### src/rtl/dac_seq_pkg.sv
package dac_seq_pkg;
  localparam int unsigned NUM_ENTRIES = 16;
  localparam int unsigned CODE_W      = 12;
  localparam int unsigned PTR_W       = $clog2(NUM_ENTRIES);
  localparam int unsigned ADDR_W      = PTR_W + 2;
  localparam int unsigned NUM_FLAGS   = 3;

  typedef enum logic [1:0] {
    MODE_RING  = 2'd0,
    MODE_SWING = 2'd1,
    MODE_ONCE  = 2'd2,
    MODE_RSVD  = 2'd3
  } step_mode_e;

  localparam logic [ADDR_W-1:0] A_STATUS = ADDR_W'(2 * NUM_ENTRIES);
  localparam logic [ADDR_W-1:0] A_CTRL0  = ADDR_W'(2 * NUM_ENTRIES + 1);
  localparam logic [ADDR_W-1:0] A_CTRL1  = ADDR_W'(2 * NUM_ENTRIES + 2);
  localparam logic [ADDR_W-1:0] A_CTRL2  = ADDR_W'(2 * NUM_ENTRIES + 3);
endpackage

### src/rtl/dac_trig_sync.sv
module dac_trig_sync #(
  parameter int unsigned SYNC_STAGES = 2
) (
  input  logic clk,
  input  logic rst_n,
  input  logic async_in,
  output logic pulse
);
  logic [SYNC_STAGES-1:0] sync_q;
  logic                   last_q;

  always_ff @(posedge clk or negedge rst_n) begin
    if (!rst_n) begin
      sync_q <= '0;
      last_q <= 1'b0;
    end else begin
      sync_q <= {sync_q[SYNC_STAGES-2:0], async_in};
      last_q <= sync_q[SYNC_STAGES-1];
    end
  end

  assign pulse = sync_q[SYNC_STAGES-1] & ~last_q;

  // a held level never yields two steps in a row
  a_r4_one_step_per_edge: assert property (@(posedge clk) disable iff (!rst_n)
    pulse |=> !pulse);
endmodule

### src/rtl/dac_code_store.sv
module dac_code_store
  import dac_seq_pkg::*;
(
  input  logic              clk,
  input  logic              rst_n,
  input  logic              wr_en,
  input  logic [PTR_W-1:0]  wr_idx,
  input  logic              wr_hi,
  input  logic [7:0]        wr_byte,
  input  logic [PTR_W-1:0]  rd_idx,
  input  logic              rd_hi,
  output logic [7:0]        rd_byte,
  input  logic [PTR_W-1:0]  sel_idx,
  output logic [CODE_W-1:0] code
);
  localparam int unsigned HI_W = CODE_W - 8;

  logic [CODE_W-1:0] ent_q [NUM_ENTRIES];

  for (genvar gi = 0; gi < NUM_ENTRIES; gi++) begin : g_ent
    always_ff @(posedge clk or negedge rst_n) begin
      if (!rst_n) begin
        ent_q[gi] <= '0;
      end else if (wr_en && wr_idx == PTR_W'(gi)) begin
        if (wr_hi) ent_q[gi][CODE_W-1:8] <= wr_byte[HI_W-1:0];
        else       ent_q[gi][7:0]        <= wr_byte;
      end
    end
  end

  assign rd_byte = rd_hi ? {{(8-HI_W){1'b0}}, ent_q[rd_idx][CODE_W-1:8]}
                         : ent_q[rd_idx][7:0];
  assign code    = ent_q[sel_idx];
endmodule

### src/rtl/dac_ptr_step.sv
module dac_ptr_step
  import dac_seq_pkg::*;
(
  input  logic                 clk,
  input  logic                 rst_n,
  input  logic                 step,
  input  step_mode_e           mode,
  input  logic [PTR_W-1:0]     upper,
  input  logic [1:0]           wm_sel,
  input  logic                 ptr_wr,
  input  logic [PTR_W-1:0]     ptr_wdata,
  input  logic                 dir_rst,
  input  logic                 clr_wr,
  input  logic [NUM_FLAGS-1:0] clr_keep,
  output logic [PTR_W-1:0]     ptr,
  output logic [NUM_FLAGS-1:0] flags
);
  logic               dir_up_q, dir_up_d;
  logic [PTR_W-1:0]   nxt;
  logic               moved;
  logic [PTR_W:0]     gap, wm_dist;
  logic [NUM_FLAGS-1:0] set_v;

  always_comb begin
    nxt      = ptr;
    dir_up_d = dir_up_q;
    moved    = 1'b0;
    if (step && !ptr_wr) begin
      unique case (mode)
        MODE_SWING: begin
          moved = 1'b1;
          if (dir_up_q) begin
            if (ptr >= upper) begin
              nxt      = (ptr == '0) ? '0 : ptr - 1'b1;
              dir_up_d = 1'b0;
            end else begin
              nxt = ptr + 1'b1;
            end
          end else begin
            if (ptr == '0) begin
              nxt      = (upper == '0) ? '0 : PTR_W'(1);
              dir_up_d = 1'b1;
            end else begin
              nxt = ptr - 1'b1;
            end
          end
        end
        MODE_ONCE: begin
          if (ptr < upper) begin
            nxt   = ptr + 1'b1;
            moved = 1'b1;
          end
        end
        default: begin
          moved = 1'b1;
          nxt   = (ptr >= upper) ? '0 : ptr + 1'b1;
        end
      endcase
    end
  end

  assign gap     = {1'b0, upper} - {1'b0, nxt};
  assign wm_dist = {{(PTR_W-1){1'b0}}, wm_sel} + 1'b1;

  assign set_v[0] = moved && (nxt == '0);
  assign set_v[1] = moved && (nxt == upper);
  assign set_v[2] = moved && (upper >= nxt) && (gap == wm_dist);

  always_ff @(posedge clk or negedge rst_n) begin
    if (!rst_n) begin
      ptr      <= '0;
      dir_up_q <= 1'b1;
      flags    <= '0;
    end else begin
      if (ptr_wr) ptr <= ptr_wdata;
      else        ptr <= nxt;
      dir_up_q <= (ptr_wr || dir_rst) ? 1'b1 : dir_up_d;
      flags    <= (clr_wr ? (flags & clr_keep) : flags) | set_v;
    end
  end

  // ring mode returns to zero from the limit or above
  a_r5_ring_wrap: assert property (@(posedge clk) disable iff (!rst_n)
    (step && !ptr_wr && mode == MODE_RING && ptr >= upper) |=> ptr == '0);
  // one-scan mode parks at the limit
  a_r7_once_hold: assert property (@(posedge clk) disable iff (!rst_n)
    (step && !ptr_wr && mode == MODE_ONCE && ptr >= upper) |=> $stable(ptr));
  // the top flag only rises with the pointer on the limit
  a_r9_top_flag_at_limit: assert property (@(posedge clk) disable iff (!rst_n)
    $rose(flags[1]) |-> ptr == $past(upper));
endmodule

### src/rtl/dac_ptr_seq.sv
module dac_ptr_seq
  import dac_seq_pkg::*;
(
  input  logic              clk,
  input  logic              rst_n,
  input  logic              hw_trig,
  input  logic              reg_wr,
  input  logic [ADDR_W-1:0] reg_addr,
  input  logic [7:0]        reg_wdata,
  output logic [7:0]        reg_rdata,
  output logic [CODE_W-1:0] dac_code,
  output logic              irq,
  output logic              dma_req
);
  logic                 buf_en_q, tsel_sw_q, dma_en_q;
  logic [NUM_FLAGS-1:0] ie_q;
  logic [1:0]           mode_q, wm_q;
  logic [PTR_W-1:0]     upper_q;
  logic                 hw_pulse, step, sw_hit;
  logic                 wr_ent, wr_st, wr_c0, wr_c1, wr_c2;
  logic [PTR_W-1:0]     ptr;
  logic [NUM_FLAGS-1:0] flags;
  logic [7:0]           ent_byte;
  logic                 req_any;

  assign wr_ent = reg_wr && (reg_addr < A_STATUS);
  assign wr_st  = reg_wr && (reg_addr == A_STATUS);
  assign wr_c0  = reg_wr && (reg_addr == A_CTRL0);
  assign wr_c1  = reg_wr && (reg_addr == A_CTRL1);
  assign wr_c2  = reg_wr && (reg_addr == A_CTRL2);

  always_ff @(posedge clk or negedge rst_n) begin
    if (!rst_n) begin
      buf_en_q  <= 1'b0;
      tsel_sw_q <= 1'b0;
      ie_q      <= '0;
      dma_en_q  <= 1'b0;
      mode_q    <= 2'd0;
      wm_q      <= 2'd0;
      upper_q   <= PTR_W'(NUM_ENTRIES - 1);
    end else begin
      if (wr_c0) begin
        buf_en_q  <= reg_wdata[0];
        tsel_sw_q <= reg_wdata[1];
        ie_q      <= reg_wdata[3 +: NUM_FLAGS];
      end
      if (wr_c1) begin
        dma_en_q <= reg_wdata[0];
        mode_q   <= reg_wdata[2:1];
        wm_q     <= reg_wdata[4:3];
      end
      if (wr_c2) upper_q <= reg_wdata[7:4];
    end
  end

  dac_trig_sync #(.SYNC_STAGES(2)) i_sync (
    .clk(clk), .rst_n(rst_n), .async_in(hw_trig), .pulse(hw_pulse)
  );

  assign sw_hit = wr_c0 && (reg_wdata[2:0] == 3'b111);
  assign step   = sw_hit || (buf_en_q && !tsel_sw_q && hw_pulse);

  dac_ptr_step i_step (
    .clk(clk), .rst_n(rst_n), .step(step), .mode(step_mode_e'(mode_q)),
    .upper(upper_q), .wm_sel(wm_q), .ptr_wr(wr_c2),
    .ptr_wdata(reg_wdata[PTR_W-1:0]), .dir_rst(wr_c1),
    .clr_wr(wr_st), .clr_keep(reg_wdata[NUM_FLAGS-1:0]),
    .ptr(ptr), .flags(flags)
  );

  dac_code_store i_store (
    .clk(clk), .rst_n(rst_n), .wr_en(wr_ent),
    .wr_idx(reg_addr[PTR_W:1]), .wr_hi(reg_addr[0]), .wr_byte(reg_wdata),
    .rd_idx(reg_addr[PTR_W:1]), .rd_hi(reg_addr[0]), .rd_byte(ent_byte),
    .sel_idx(buf_en_q ? ptr : '0), .code(dac_code)
  );

  always_comb begin
    if (reg_addr < A_STATUS)       reg_rdata = ent_byte;
    else if (reg_addr == A_STATUS) reg_rdata = {{(8-NUM_FLAGS){1'b0}}, flags};
    else if (reg_addr == A_CTRL0)  reg_rdata = {2'b00, ie_q, 1'b0, tsel_sw_q, buf_en_q};
    else if (reg_addr == A_CTRL1)  reg_rdata = {3'b000, wm_q, mode_q, dma_en_q};
    else if (reg_addr == A_CTRL2)  reg_rdata = {upper_q, ptr};
    else                           reg_rdata = 8'h00;
  end

  assign req_any = |(flags & ie_q);
  assign irq     = req_any && !dma_en_q;
  assign dma_req = req_any && dma_en_q;

  // one request path at a time
  a_r11_req_exclusive: assert property (@(posedge clk) disable iff (!rst_n)
    !(irq && dma_req));
  // a disabled buffer keeps its pointer unless software rewrites it
  a_r2_disabled_frozen: assert property (@(posedge clk) disable iff (!rst_n)
    (!buf_en_q && !wr_c0 && !wr_c2) |=> $stable(ptr));
endmodule

### config.mk
export PLATFORM = sky130hd
export DESIGN_NAME = dac_ptr_seq
export DESIGN_NICKNAME = d
export VERILOG_FILES = /design/src/rtl/dac_seq_pkg.sv /design/src/rtl/dac_trig_sync.sv /design/src/rtl/dac_code_store.sv /design/src/rtl/dac_ptr_step.sv /design/src/rtl/dac_ptr_seq.sv
export SDC_FILE = /design/constraint.sdc
export NUM_CORES = 1
export LEC_CHECK = 0
export BUFFER_PORTS_ARGS = -buffer_cell sky130_fd_sc_hd__buf_2
export CAP_MARGIN = 5
export CORE_AREA = 2 2 189 191
export CTS_CLUSTER_SIZE = 10
export DETAILED_ROUTE_END_ITERATION = 12
export DIE_AREA = 0 0 191 193
export HOLD_SLACK_MARGIN = 0.12
export SYNTH_ARGS = -nofsm -noshare
export SYNTH_HDL_FRONTEND = slang
export SYNTH_SLANG_ARGS = --single-unit
### constraint.sdc
create_clock -name clk -period 4.9 [get_ports clk]
set_clock_uncertainty 0.15 [all_clocks]
set_input_delay 0.49 -clock clk [delete_from_list [all_inputs] [get_ports clk]]
set_output_delay 0.49 -clock clk [all_outputs]
set_load 0.05 [all_outputs]
---- Yosys cells after proc, flatten, opt, wreduce, memory -nomap -nowiden ----
Index checks and enable logic that the tools add are counted.
word-level totals
  register bits after elaboration ......... 217
  input bits .............................. 18
  word-level logic and storage cells ...... 195
cells by class
  add/sub/neg operators ................... 4
  magnitude comparators ................... 6
  equal/unequal tests ..................... 24
  muxes and demuxes ....................... 33
  bitwise operators ....................... 8
  reductions and logical operators ........ 76
operators with widths
  operator                                                                number
  12-bit binary-select mux with 4-bit select                              2
  2-bit AND reduction                                                     33
  12-bit two-way mux                                                      4
  8-bit two-way mux                                                       6
  4-bit two-way mux                                                       9
  4-bit equality test (second input constant)                             8
  1-bit logical AND                                                       31
  6-bit equality test (second input constant)                             4
  4-bit by 3-bit equality test with 1-bit output (second input constant)  4
  4-bit zero test                                                         4
  5-bit >= comparator (second input constant)                             2
  1-bit two-way mux                                                       10
  4-bit NOT with 5-bit output                                             2
  4-bit by 2-bit equality test with 1-bit output (second input constant)  2
  4-bit >= comparator                                                     2
  4-bit one-hot mux with 2 select lines                                   1
  3-bit AND                                                               2
  6-bit < comparator (second input constant)                              1
  5-bit equality test                                                     1
  4-bit by 4-bit subtractor with 5-bit output                             1
  4-bit by 1-bit adder with 4-bit output (second input constant)          1
  4-bit by 1-bit equality test with 1-bit output (second input constant)  1
  4-bit equality test                                                     1
  4-bit < comparator                                                      1
  other kinds (13)                                                        18

---- Depth between registers and ports, before layout ----
Gate-level depths: netlist (run 1).
  depth in word-level cells ............... 10
  gate-level depth with buffers ........... 18
  gate-level depth less buffers ........... 14

---- Cells and area by module ----
Synthesis (run 1) repeated with hierarchy kept, for this count alone.
second synthesis, totals
  cell total of the unflattened synthesis .. 822
  area, all modules ....................... 12373.1 um2
by module, submodules not included
  module          instances  cells an instance  area an instance (um2)  seq. area each (um2)
  dac_code_store  1          611                10217.3                 4804.6
  dac_ptr_step    1          131                1139.8                  201.4
  dac_ptr_seq     1          76                 927.1                   355.3
  dac_trig_sync   1          4                  88.8                    75.1

---- Worst setup path after synthesis (run 1) ----
Ideal clock, no wire load.
  path kind ............................... register to register
  start ................................... register i_step.ptr[0]
  end ..................................... register i_step.flags[2]
  setup time .............................. 0.110 ns
  arrival ................................. 3.638 ns
  slack ................................... 1.001 ns
  cell stages (with the launch flop) ...... 17
  path buffers ............................ 3
  period minus slack after synthesis ...... 3.899 ns
  cell sequence ........................... dfrtp_1 -> clkbuf_1 -> buf_1 -> inv_1 -> clkbuf_1 -> ha_1 -> nand4_1 -> and2_4 -> nand3_4 -> and4b_1 -> o2111a_1 -> a221oi_1 -> ha_1 -> xor2_1 -> xnor2_1 -> nand3_1 -> o41ai_1
between the ends
  word-level cells in the longest chain between the ends .. 10
ends and longest elaborated chain
  element                                                                             line                                                        text
  start, declared                                                                     dac_ptr_step.sv:15                                          output logic [PTR_W-1:0] ptr,
  start signal, assigned                                                              dac_ptr_step.sv:75                                          if (ptr_wr) ptr <= ptr_wdata;
  start signal, assigned                                                              dac_ptr_step.sv:76                                          else ptr <= nxt;
  4-bit by 1-bit subtractor with 4-bit output or 4-bit zero test (tied branches)      dac_ptr_step.sv:34, dac_ptr_step.sv:44, dac_ptr_step.sv:40
  4-bit two-way mux                                                                   dac_ptr_step.sv:34                                          nxt = (ptr == '0) ? '0 : ptr - 1'b1;
  4-bit two-way mux                                                                   dac_ptr_step.sv:33                                          if (ptr >= upper) begin
  4-bit two-way mux                                                                   dac_ptr_step.sv:32                                          if (dir_up_q) begin
  4-bit one-hot mux with 2 select lines                                               dac_ptr_step.sv:29                                          unique case (mode)
  4-bit two-way mux                                                                   dac_ptr_step.sv:28                                          if (step && !ptr_wr) begin
  4-bit by 4-bit subtractor with 5-bit output or 4-bit >= comparator (tied branches)  dac_ptr_step.sv:62, dac_ptr_step.sv:67
  5-bit equality test or 1-bit logical AND (tied branches)                            dac_ptr_step.sv:67                                          assign set_v[2] = moved && (upper >= nxt) && (gap == wm_dist);
  1-bit logical AND (*)                                                               dac_ptr_step.sv:67
  3-bit bitwise OR (*)                                                                dac_ptr_step.sv:78                                          flags <= (clr_wr ? (flags & clr_keep) : flags) | set_v;
  end signal, assigned                                                                dac_ptr_step.sv:78
  end, declared                                                                       dac_ptr_step.sv:16                                          output logic [NUM_FLAGS-1:0] flags
Every way passes the cells marked *; elsewhere a longest branch is shown, timed or not.
A chain may end at the register's enable or synchronous reset.

---- Worst setup path after layout (run 1) ----
  start ................................... register i_step.ptr[0]
  end ..................................... output dac_code[11]
between the ends
  word-level cells in the longest chain between the ends .. 5
ends and longest elaborated chain
  element                                                line                  text
  4-bit two-way mux                                      dac_ptr_seq.sv:75     .sel_idx(buf_en_q ? ptr : '0), .code(dac_code)
  4-bit NOT with 5-bit output (implied by the code)      dac_code_store.sv:33  assign code = ent_q[sel_idx];
  12-bit binary-select mux with 4-bit select             dac_code_store.sv:33
  12-bit two-way mux (implied by the code) (2 in a row)  dac_code_store.sv:33
  end, declared                                          dac_ptr_seq.sv:11     output logic [CODE_W-1:0] dac_code,
Every way passes these cells. The select of a mux whose other input is x is not followed.

==> flow_summary.yaml, run 1 <==
timing:
  fin_crit_sh: 0.8674
  period_needed_ps: 4250
  worst_pin_slew_ps: 949.1
  maxSlewHeadroom: 0.3649
  max_freq_ghz: 0.2353
  tns_ps: 0
  hold_slack_ps: 197.2
  setup_viol: 0
  rsz0062_at_grt: "false"
  setup_ws_ps: 649.8
  hold_viol_final: 0
  final_max_slew_viol_count: 0
drt:
  wire_per_inst_um: 24.48
  drtPass1Iterations: 5
  dr.first_iter.drc_count: 955
  vias: 8754
  vias_per_cell: 5.947
  drt-total-wl_um: 36030
  drc: 0
  final_antenna_net_count: 0
pwr:
  leakage_nw: 6.113
  ir_worst_vdd_mv: 0.3505
  power.total_mw: 5.973
  powerDensity_nw_per_um2: 435.3
global_routing:
  grt_usage: 0.1992
  grt_pass1_vias: 8915
  antenna_found_initial: 0
  grt_pass1_wl_um: 56010
  grt_use_met3: 0.03421
  use_met2: 0.3133
  use_met1: 0.2867
  grt_max_degree: 122
  grt_most_used_layer: "met2"
  grt.overflow.total: 0
final_layout:
  nNetsFinal: 1034
  seq_area_sq_um: 5439
  num_antenna_cells: 0
  multi_input_area_sq_um: 6568
  fill_cells: 3327
  drive_gt1_frac: 0.4006
  area_growth_pct: 11.04
synthesis:
  synth_nets: 1018
  yosysTopAreaCellShare: 0.4293
  synth_xor_area_frac: 0.004962
  synth_area_leader_cell: "dfrtp_1"
  syn_area_per_cell_sq_um: 12.53
  synth_fa_ha_area_frac: 0.01478
  synth_edf_count: 0
  yosys_warnings: 0
  yosys_most_used_dff: "dfrtp_1"
  synth.area.mux_share: 0.3496
  async_reset_ff_frac: 1.000
  synth_compound_area_frac: 0.09862
  synth_cell_types: 66
  synthCells: 986
  synth_top_cells_by_count: "233 x mux2_2, 212 x dfrtp_1, 67 x nand2_1, 60 x mux4_2, 58 x o21ai_0"
  synthSimpleGateAreaFrac: 0.06298
  yosys-top-cells-area: "dfrtp_1 43%, mux2_2 21%, mux4_2 11%"
  syn_area_sq_um: 12360
  ys_seq_area_frac: 0.4400
  synth_top_family_by_area: "multiplexers"
  yosysMostFrequentCell: "mux2_2"
  ys_ff_latch: 217
setup_path:
  cp_data_required_time_ps: 4260
  crit_path_start_kind: "register"
  critPathMaxFanout: 45
  crit_path_end_kind: "primary output"
  path_class: "reg -> out"
  r2r_setup_slack_ps: 980
  arrival_ps: 3610
clock_tree:
  h-tree-depth: 1
  clockBufferDepth: 3
  cts_root_buffer: "clkbuf_16"
  cts_buffers: 25
  clk_pin_slew_ps: 60
  cts_sinks: 217
  postCtsSetupBuffers: 0
  cts_tree: "built"
  cts_resized: 0
  hold_buffers: 2
  clk_latency_ps: 520
floorplan:
  die_w_um: 191
  rows: 69
  initial_core_util: 0.3534
  die_h_um: 193
  die_area_sq_um: 36860
  io_pins: 40
  coreArea_sq_um: 34960
place:
  place_ws_ps: 968.6
  port_buffers: 39
  gp_congestion: 0.8662
  dp_hpwl_um: 23660
status:
  status: "complete, no violations"
job:
  max_cap_viol_count: 0
min_path:
  min_path_type: "reg -> reg"
## registers in the layout, summed over array words and instances, names as in the netlist
register / flops
i_sync.sync_q: 2
mode_q: 2
wm_q: 2
ie_q: 3
i_step.dir_up_q: 1
i_step.ptr: 4
i_step.flags: 3
buf_en_q: 1
dma_en_q: 1
i_sync.last_q: 1
upper_q: 4
i_store.ent_q: 192
tsel_sw_q: 1
## where the power goes
part           leakage [nW]  internal, mW  switching (mW)  total, mW
combinational          2.93         0.846            1.19       2.04
sequential             2.86          2.06           0.226       2.28
clock                 0.324         0.926           0.725       1.65
## metrics by stage
step	utilization	area, sq um	cells
after floorplan	-	12360	986
after global placement	0.3726	13030	1434
after detailed placement	0.3726	13030	1434
after CTS	0.3924	13720	1472
after global routing	0.3924	13720	1472
final	0.3924	13720	1472
## final timing paths
check	endpoint	from	cells after the start
worst max-delay path	dac_code[11]	i_step.ptr[0]	7
worst min-delay path	i_sync.sync_q[1]	i_sync.sync_q[0]	0
worst max register to register	i_step.flags[2]	i_step.ptr[0]	13
worst min register to register	i_sync.sync_q[1]	i_sync.sync_q[0]	0
max in group asynchronous	i_store.ent_q[20]	rst_n	3
min in group asynchronous	i_store.ent_q[29]	rst_n	2
## routing by layer
metal / vias up / part of all wire
met4: 0 / 0.025
met2: 356 / 0.46
li1: 3788 / -
met1: 4548 / 0.45
met3: 62 / 0.070
met5: - / 0
## worst max-delay path: stages (launching register included)
cell	delay [ps]
dfrtp_2	350
buf_4	570
nand2_1	610
buf_4	380
mux2_2	280
a221oi_1	420
o32ai_1	200
buf_2	250
## logic make-up (layout without fill, tap and decap cells)
logic type,after synthesis,after routing
compound gates,184,184
xor+xnor,7,7
fa+ha+maj,14,14
buf+inv,89,114
flops,217,217
mux,327,327
simple gates,148,148
## cells in the final DEF, fill, tap and decap left out, drive strengths merged, types with 2 or more instances in the layout
cell type,synthesis,final
a221oi,20,20
o211ai,2,2
nor2b,8,8
o21ai,59,59
dfrtp,212,212
nand2,67,67
a211oi,2,2
dlygate4sd3,0,2
a22oi,13,13
and2,4,4
xnor2,6,6
or2,2,2
nand2b,4,4
nor3,4,4
nor4,3,3
dfstp,5,5
clkbuf,46,35
mux2i,33,33
a32o,2,2
buf,29,62
a21oi,44,44
nand3b,4,4
nand3,7,7
and3,2,2
mux2,234,234
ha,13,13
mux4,60,60
nand4,6,6
o22ai,5,5
nor2,24,24
a21o,3,3
nor3b,6,6
a221o,11,11
a31oi,2,2
o32ai,12,12
inv,14,15
## area by class of cell
cell class	count	area share
flip-flops and latches	217	0.3964
clock inverters	1	0.0006383
multi-input cells	680	0.4787
well taps	461	0.04204
inverters	14	0.003830
repair buffers	64	0.03009
clock buffers	35	0.04833
Power figures use the tool's default switching activity.
==> run 2, diff against run 1 <==
- GPL_TIMING_DRIVEN: default -> 0
==> run 2 against run 1 <==
  * Power grew 5.8%
  * Critical endpoint is now i_step.flags[2]
  * Combinational power grew 8%
  * Via count grew 5.6%
  * Routed wire length grew 11%
  * Core utilization grew 0.84 points
  * Register-to-register slack lost 780 ps
  * Worst setup slack lost 450 ps
==> flow_summary.yaml, run 2 (synthesis gave the netlist of run 1 again) <==
status:
  status: "complete, no violations"
final_layout:
  drive_gt1_frac: 0.3807
  final_common_cell: "mux2_2"
  final_cell_mix: "233 x mux2_2, 212 x dfrtp_1, 67 x nand2_1"
  largest_reg_flops: 192
  regMostFlops: "i_store.ent_q"
  reg_top3: "i_store.ent_q x192, i_step.ptr x4, upper_q x4"
  num_antenna_cells: 0
  area_growth_pct: 13.43
  fin_cells: 1530
  nNetsFinal: 1087
floorplan:
  coreArea_sq_um: 34960
  io_pins: 40
  die_h_um: 193
  die_w_um: 191
  rows: 69
  die_area_sq_um: 36860
  initial_core_util: 0.3534
global_routing:
  grt_pass1_vias: 9312
  antenna_found_initial: 0
  grt_max_degree: 92
  grt_usage: 0.2206
  grt.overflow.total: 0
  grt_pass1_wl_um: 60270
job:
  max_cap_viol_count: 0
pwr:
  clockPowerShare: 0.291
  power.share.switching: 0.3671
  seq_power_share: 0.360
  p_sw_mw: 2.320
  power.total_mw: 6.321
  ir_worst_vdd_mv: 0.2724
  powerDensity_nw_per_um2: 451.0
  power.internal_mw: 4.001
  leakage_nw: 6.215
  pwr-share-comb: 0.349
setup_path:
  cp_data_required_time_ps: 5180
  reg2reg_to: "i_step.flags[2]"
  critPathMaxFanout: 10
  path_class: "reg -> reg"
  crit_path_end_kind: "register"
  cp-endpoint: "i_step.flags[2]"
  reg2reg_depth: 15
  r2r-start: "i_step.ptr[0]"
  arrival_ps: 4980
  crit_path_start_kind: "register"
  r2r_setup_slack_ps: 200
  critPathLaunch: "i_step.ptr[0]"
drt:
  vias: 9242
  dr.first_iter.drc_count: 1012
  wire_per_inst_um: 26.09
  drc: 0
  final_antenna_net_count: 0
  drtPass1Iterations: 5
  drt-total-wl_um: 39920
  vias_per_cell: 6.041
place:
  place_ws_ps: -772.3
  dp_hpwl_um: 28990
  place_inst: 1482
  port_buffers: 33
  gp_congestion: 0.9651
clock_tree:
  clockBufferDepth: 3
  h-tree-depth: 1
  cts_root_buffer: "clkbuf_16"
  cts_sinks: 217
  clk_latency_ps: 540
  clk_pin_slew_ps: 60
  cts_buffers: 27
  cts_tree: "built"
min_path:
  min_path_type: "in -> reg"
timing:
  setup_ws_ps: 195.1
  fin_crit_sh: 0.9602
  period_needed_ps: 4705
  worst_pin_slew_ps: 1035
  rsz0062_at_grt: "false"
  final_max_slew_viol_count: 0
  hold_viol_final: 0
  maxSlewHeadroom: 0.3073
  max_freq_ghz: 0.2125
  setup_viol: 0
  hold_slack_ps: 143.6
## run 2: changes by cell type in the layout (fill, tap and decap cells not counted), moves of 2 or more
cell	before	now
buf_16	0	2
clkbuf_1	10	52
clkbuf_2	0	2
clkbuf_16	25	27
buf_2	37	46
clkinvlp_4	0	2
dfrtp_1	210	212
buf_4	23	6
dfrtp_2	2	0
buf_1	0	12
clkbuf_8	0	4
## run 2: what timing repair did
action / in CTS / in global routing
hold endpoints to repair: 56 / 0
endpoints found under the setup margin: 2 / 3
pin swaps: 0 / 0
resized for setup: 4 / 4
hold buffers: 2 / 0
buffers inserted: 0 / 4
## run 2: routing by layer
metal | global-route usage | part of all wire | vias to the layer above
met5 | 0 | 0 | -
met1 | 0.3073 | 0.43 | 4812
li1 | - | - | 3913
met3 | 0.04995 | 0.088 | 85
met4 | 0.08140 | 0.040 | 0
met2 | 0.3363 | 0.44 | 432
## run 2: cell type report
type | count | area, sq um
Buffer | 74 | 312.8
Fill cell | 3353 | 20950
Clock buffer | 40 | 764.5
Multi-Input combinational cell | 680 | 6568
Inverter | 14 | 56.30
Tap cell | 461 | 576.8
Clock inverter | 3 | 21.27
Sequential cell | 217 | 5436
Timing Repair Buffer | 41 | 280.3
## run 2: critical path, cell delays in order, from the launching register on
cell             delay (ps)
dfrtp_1                 340
clkbuf_2                280
clkdlybuf4s15_2         580
clkinvlp_4              350
ha_1                    360
nand4_1                 170
and2_4                  190
nand3_4                 130
and4b_1                 220
o2111a_1                230
a221oi_2                410
ha_1                    380
xor2_1                  210
xnor2_1                 130
nand3_1                 100
o41ai_1                 330
## run 2: how the worst min path moves through the flow
stage / from / slack [ps] / cells after the start / to
finish: reg_wdata[7] / 140 / 2 / i_store.ent_q[103]
global route: reg_wdata[7] / 180 / 2 / i_store.ent_q[103]
CTS: reg_wdata[7] / 130 / 2 / i_store.ent_q[103]
detailed placement: i_sync.sync_q[0] / 190 / 0 / i_sync.sync_q[1]
global placement: i_sync.sync_q[0] / 180 / 0 / i_sync.sync_q[1]
floorplan: rst_n / 40 / 0 / buf_en_q
## run 2: power by group through the flow
stage          Sequential [mW]  Clock [mW]  Combinational [mW]
5_1_grt                   2.31        1.94                2.34
3_5_place_dp              2.30           0                2.13
2_1_floorplan             2.21           0                1.49
4_1_cts                   2.27        1.86                2.14
3_3_place_gp              2.28           0                2.11
6_report                  2.27        1.84                2.21
## run 2: metrics by stage
| step | util | TNS (ps) | instance area, sq um |
|---|---|---|---|
| floorplan | - | 0 | 12360 |
| global placement | 0.3746 | -136310 | 13100 |
| detailed placement | 0.3765 | -965.3 | 13160 |
| CTS | 0.3999 | 0 | 13980 |
| global route | 0.4009 | 0 | 14020 |
| finish | 0.4009 | 0 | 14020 |
